$ cat src/rtl/dac_hold_pkg.sv
// Package: shared types for the triggered DAC holding controller.
// Assumes nothing beyond standard SystemVerilog enums.
package dac_hold_pkg;

    // Reason the output register reloads on the current edge
    typedef enum logic [1:0] {
        XFER_NONE   = 2'd0,
        XFER_SW     = 2'd1,
        XFER_HW     = 2'd2,
        XFER_FOLLOW = 2'd3
    } xfer_src_e;

    // Width of a select field able to address n inputs (at least 1)
    function automatic int sel_width(input int n);
        return (n > 1) ? $clog2(n) : 1;
    endfunction

endpackage

$ cat src/rtl/dac_trig_sync.sv
// Module: dac_trig_sync
// Synchronizes asynchronous hardware trigger inputs through STAGES flops
// and emits a one-cycle pulse on each rising edge.
// Assumes each input stays high or low for at least one clock period.
module dac_trig_sync #(
    parameter int NHW    = 4,
    parameter int STAGES = 2
) (
    input  logic           clk,
    input  logic           rst_n,
    input  logic [NHW-1:0] hw_in,
    output logic [NHW-1:0] hw_rise
);

    logic [NHW-1:0] stage_q [STAGES];
    logic [NHW-1:0] last_q;

    // First synchronizer flop samples the raw inputs
    always_ff @(posedge clk) begin
        if (!rst_n) stage_q[0] <= '0;
        else        stage_q[0] <= hw_in;
    end

    // Remaining synchronizer flops form a shift chain
    for (genvar s = 1; s < STAGES; s++) begin : g_stage
        always_ff @(posedge clk) begin
            if (!rst_n) stage_q[s] <= '0;
            else        stage_q[s] <= stage_q[s-1];
        end
    end

    // Remember the previous synchronized level for edge detection
    always_ff @(posedge clk) begin
        if (!rst_n) last_q <= '0;
        else        last_q <= stage_q[STAGES-1];
    end

    // Rising edge pulse on the synchronized level
    always_comb hw_rise = stage_q[STAGES-1] & ~last_q;

endmodule

$ cat src/rtl/dac_trig_mux.sv
// Module: dac_trig_mux
// Picks one synchronized trigger pulse for a channel by its select field.
// Assumes select codes at or above NHW pick no input.
module dac_trig_mux #(
    parameter int NHW  = 4,
    parameter int SELW = 2
) (
    input  logic [NHW-1:0]  pulses,
    input  logic [SELW-1:0] sel,
    output logic            fire
);

    // Out-of-range codes yield no trigger
    always_comb begin
        fire = 1'b0;
        for (int k = 0; k < NHW; k++) begin
            if (int'(sel) == k) fire = pulses[k];
        end
    end

endmodule

$ cat src/rtl/dac_chan.sv
// Module: dac_chan
// One DAC channel: holding register, output register, self-clearing
// software trigger bit and DMA request flop.
// Assumes hw_fire is already a synchronized single-cycle pulse.
module dac_chan
    import dac_hold_pkg::*;
#(
    parameter int DW = 12
) (
    input  logic          clk,
    input  logic          rst_n,
    input  logic          wr_en,
    input  logic [DW-1:0] wr_val,
    input  logic          trig_en,
    input  logic          dma_en,
    input  logic          sw_set,
    input  logic          hw_fire,
    input  logic          dma_ack,
    output logic [DW-1:0] out_q,
    output logic          sw_bit,
    output logic          req_q
);

    logic [DW-1:0] hold_q;
    xfer_src_e     src;
    logic          hw_req_set;

    // Decide what reloads the output register this cycle
    always_comb begin
        if (!trig_en)     src = XFER_FOLLOW;
        else if (sw_bit)  src = XFER_SW;
        else if (hw_fire) src = XFER_HW;
        else              src = XFER_NONE;
    end

    // Only a hardware trigger with DMA enabled asks for the next sample
    always_comb hw_req_set = trig_en & hw_fire & dma_en;

    // Holding register keeps the latest write
    always_ff @(posedge clk) begin
        if (!rst_n)     hold_q <= '0;
        else if (wr_en) hold_q <= wr_val;
    end

    // Output register reloads from the holding register on any transfer cause
    always_ff @(posedge clk) begin
        if (!rst_n)                out_q <= '0;
        else if (src != XFER_NONE) out_q <= hold_q;
    end

    // Software trigger bit lives one cycle, then clears itself
    always_ff @(posedge clk) begin
        if (!rst_n) sw_bit <= 1'b0;
        else        sw_bit <= sw_set;
    end

    // DMA request: set by hardware trigger, cleared by acknowledge
    always_ff @(posedge clk) begin
        if (!rst_n)          req_q <= 1'b0;
        else if (hw_req_set) req_q <= 1'b1;
        else if (dma_ack)    req_q <= 1'b0;
    end

endmodule

$ cat src/rtl/dac_hold_ctrl.sv
// Module: dac_hold_ctrl (top)
// Triggered DAC holding controller for NCH channels sharing NHW hardware
// trigger inputs. Each channel selects one input with its own field.
// Assumes configuration inputs are static while triggers are in flight.
module dac_hold_ctrl
    import dac_hold_pkg::*;
#(
    parameter int NCH    = 2,
    parameter int DW     = 12,
    parameter int NHW    = 4,
    parameter int STAGES = 2,
    parameter int SELW   = sel_width(NHW)
) (
    input  logic               clk,
    input  logic               rst_n,
    input  logic [NCH-1:0]     wr_en,
    input  logic [NCH*DW-1:0]  wr_data,
    input  logic [NCH-1:0]     trig_en,
    input  logic [NCH*SELW-1:0] trig_sel,
    input  logic [NHW-1:0]     hw_trig,
    input  logic [NCH-1:0]     sw_trig_set,
    input  logic [NCH-1:0]     dma_en,
    input  logic [NCH-1:0]     dma_ack,
    output logic [NCH*DW-1:0]  dac_out,
    output logic [NCH-1:0]     sw_trig_q,
    output logic [NCH-1:0]     dma_req
);

    logic [NHW-1:0] hw_rise;
    logic [NCH-1:0] chan_fire;

    // Shared synchronizer and edge detector for all trigger inputs
    dac_trig_sync #(.NHW(NHW), .STAGES(STAGES)) sync_i (
        .clk     (clk),
        .rst_n   (rst_n),
        .hw_in   (hw_trig),
        .hw_rise (hw_rise)
    );

    // One selector and one channel datapath per DAC channel
    for (genvar c = 0; c < NCH; c++) begin : g_ch
        dac_trig_mux #(.NHW(NHW), .SELW(SELW)) mux_i (
            .pulses (hw_rise),
            .sel    (trig_sel[c*SELW +: SELW]),
            .fire   (chan_fire[c])
        );

        dac_chan #(.DW(DW)) chan_i (
            .clk     (clk),
            .rst_n   (rst_n),
            .wr_en   (wr_en[c]),
            .wr_val  (wr_data[c*DW +: DW]),
            .trig_en (trig_en[c]),
            .dma_en  (dma_en[c]),
            .sw_set  (sw_trig_set[c]),
            .hw_fire (chan_fire[c]),
            .dma_ack (dma_ack[c]),
            .out_q   (dac_out[c*DW +: DW]),
            .sw_bit  (sw_trig_q[c]),
            .req_q   (dma_req[c])
        );
    end

endmodule

$ cat config.mk
export PLATFORM = sky130hd
export DESIGN_NAME = dac_hold_ctrl
export DESIGN_NICKNAME = d
export VERILOG_FILES = /design/src/rtl/dac_hold_pkg.sv /design/src/rtl/dac_trig_sync.sv /design/src/rtl/dac_trig_mux.sv /design/src/rtl/dac_chan.sv /design/src/rtl/dac_hold_ctrl.sv
export SDC_FILE = /design/constraint.sdc
export NUM_CORES = 1
export LEC_CHECK = 0
export BUFFER_PORTS_ARGS = -buffer_cell sky130_fd_sc_hd__buf_2
export CAP_MARGIN = 5
export CORE_MARGIN = 4
export CORE_UTILIZATION = 33
export DETAILED_ROUTE_END_ITERATION = 8
export GPL_TIMING_DRIVEN = 0
export SETUP_SLACK_MARGIN = 0.15
export SLEW_MARGIN = 10
export SYNTH_ARGS = -nofsm -noshare
export SYNTH_HDL_FRONTEND = slang
export SYNTH_SLANG_ARGS = --single-unit
$ cat constraint.sdc
create_clock -name clk -period 4.8 [get_ports clk]
set_input_delay 1.2 -clock clk [delete_from_list [all_inputs] [get_ports clk]]
set_output_delay 1.2 -clock clk [all_outputs]
set_load 0.005 [all_outputs]
==> results.sh <==
export IMPL_setup_tns_ps=0
export IMPL_crit_family="multiplexers"
export IMPL_vias_per_cell=4.16
export IMPL_finalNetCount=355
export IMPL_place_gp_congestion=0.662
export IMPL_drt_iter0_markers=69
export IMPL_grt_max_degree=12
export IMPL_routed_wl_mm=5.08
export IMPL_placementRows=31
export IMPL_fmax_mhz=425
export IMPL_cts_buffers=9
export IMPL_fin_skew_ps=7.31
export IMPL_crit_type="in2reg"
export IMPL_p_per_area_nw_per_um2=396
export IMPL_worst_path_buf_inv=2
export IMPL_status="complete, no violations"
export IMPL_startpoint_type="input port"
export IMPL_pin_count=72
export IMPL_diodes=0
export IMPL_synth_area_per_cell_sq_um=10.6
export IMPL_n_fill_cell=759
export IMPL_cts_sinks=64
export IMPL_dp_hpwl_mm=3.72
export IMPL_peakVddDrop_v=0.000232
export IMPL_die_area_sq_um=8820
export IMPL_cts_tree="built"
export IMPL_mostFrequentLayoutCells="72 x buf_2, 64 x dfxtp_1, 48 x mux2i_1, 48 x nand2_1, 29 x nor2b_1"
export IMPL_critPathMaxFanout=10
export IMPL_dr_pass1_iters=6
export IMPL_crit_path_max_incr_delay_ps=550
export IMPL_worst_pin_slew_ps=493
export IMPL_rsz0062_at_grt="false"
export IMPL_leakagePower_nw=1.44
export IMPL_grt_ovfl_total=0
export IMPL_preCtsSetupSlack_ps=2100
export IMPL_port_buffers=70
export IMPL_die_h_microns=93.9
export IMPL_insertion_delay_ps=340
export IMPL_antenna_found_initial=0
export IMPL_crit_slowest_cell="mux4_2"
export IMPL_die_x_microns=93.9
export IMPL_vias=1726
export IMPL_yosysWarnings=0
export IMPL_synth_area_sq_um=2440
export IMPL_grt_first_pass_wirelength_mm=8.18
export IMPL_grt_usage=0.124
export IMPL_setup_viol=0
export IMPL_post_cts_buffers=0
export IMPL_slew_headroom=0.671
export IMPL_cts_repair_resized=0
export IMPL_ant_nets=0
export IMPL_ys_seq_area_frac=0.526
export IMPL_initial_core_util=0.338
export IMPL_first_global_vias=1709
export IMPL_hold_viol=0
export IMPL_ys_types=17
export IMPL_postCtsHoldBufs=0
export IMPL_total_power_mw=1.25
export IMPL_synthCells=230
export IMPL_area_delta_synth_final_pct=29.9
export IMPL_slew_violations=0
export IMPL_synth_fp_nets=274
export IMPL_ys_seq_elements=64
export IMPL_maxCapViolations=0
export IMPL_core_area_sq_um=7210
export IMPL_period_needed_ps=2350
export IMPL_cts_max_level=3
export IMPL_setup_ws_ps=2450
export IMPL_cts_buffer_depth=2
export IMPL_crit_arrival_ps=2610
export IMPL_end_kind="flip-flop"
export IMPL_mostFrequentLayoutCell="buf_2"
export IMPL_clockRootBuffer="clkbuf_8"
export IMPL_drc=0
export IMPL_crit_chain="buf_2 > mux4_2 > nor3b_4 > buf_6 > mux2i_1"
export IMPL_clkTransAtPathRegs_ps=60
export IMPL_min_period_over_period=0.490
export IMPL_crit_required_ps=5060
export IMPL_holdCritPathClass="reg2reg"
export IMPL_drive_above_1_share=0.316
export IMPL_routedWlPerCell_microns=12.2
==> worst register-to-register path: stages, from the launching register on <==
cell and delay (ps):
dfxtp_1 310, nor2b_4 130, mux4_2 530, nor3b_4 340, buf_6 230, mux2i_1 200
==> Yosys cell counts, drive strengths merged <==
library cell  instances  area share
a32oi                 2      0.0072
and2                 14       0.036
buf                   9       0.029
clkbuf                9       0.014
dfxtp                64        0.53
inv                   2      0.0031
mux2i                48        0.20
mux4                  2       0.018
nand2                48       0.074
nor2b                30       0.080
nor3b                 2       0.015
==> path summary, 6_finish.rpt <==
| check | from | endpoint | slack, ps | cells past startpoint |
|---|---|---|---|---|
| worst max register to register | sync_i.stage_q[1][3] | g_ch[1].chan_i.out_q[6] | 2990 | 5 |
| worst max-delay path | trig_sel[2] | g_ch[1].chan_i.out_q[6] | 2450 | 5 |
| worst min-delay path | sync_i.stage_q[0][0] | sync_i.stage_q[1][0] | 430 | 1 |
| worst min register to register | sync_i.stage_q[0][0] | sync_i.stage_q[1][0] | 430 | 1 |
==> cell families after synthesis <==
group | count (synthesis) | share of synthesized area
multiplexers | 50 | 0.216
flip-flops | 64 | 0.526
AO/OA/AOI/OAI | 2 | 0.00719
AND/OR/NAND/NOR | 94 | 0.206
buffers and inverters | 20 | 0.0457
==> cell type report <==
cell class              instances  area, sq um  area share
multi-input cells             146         1040       0.330
repair buffers                 70          350       0.111
plain buffers                  18          104      0.0328
clock buffers                  11          151      0.0478
clock inverters                 5          103      0.0324
flip-flops and latches         64         1280       0.405
well taps                      99          124      0.0391
inverters                       2         7.51     0.00237
==> power by group <==
part | internal (mW) | switching (mW)
Sequential | 0.557 | 0.0120
Clock | 0.372 | 0.204
Combinational | 0.0579 | 0.0500
==> sequential cells by signal (all words and copies together) (netlist names) <==
signal / cells
sync_i.last_q: 4
sync_i.stage_q: 8
g_ch.chan_i.req_q: 2
g_ch.chan_i.hold_q: 24
g_ch.chan_i.sw_bit: 2
g_ch.chan_i.out_q: 24
==> metal layers <==
layer  GRT usage  share of wire
met3      0.0601          0.079
met2       0.194           0.46
met5           0              0
met1       0.149           0.45
met4      0.0397         0.0077
==> metrics by stage <==
| stage | instance area (sq um) | hold slack [ps] | cells | utilization |
|---|---|---|---|---|
| detailed placement | 2910 | 419 | 399 | 0.404 |
| global placement | 2910 | 414 | 399 | 0.404 |
| finish | 3170 | 435 | 415 | 0.439 |
| global route | 3170 | 454 | 415 | 0.439 |
| floorplan | 2440 | 412 | 230 | - |
| CTS | 3170 | 438 | 415 | 0.439 |
No activity file was read; power rests on OpenSTA's default activity.
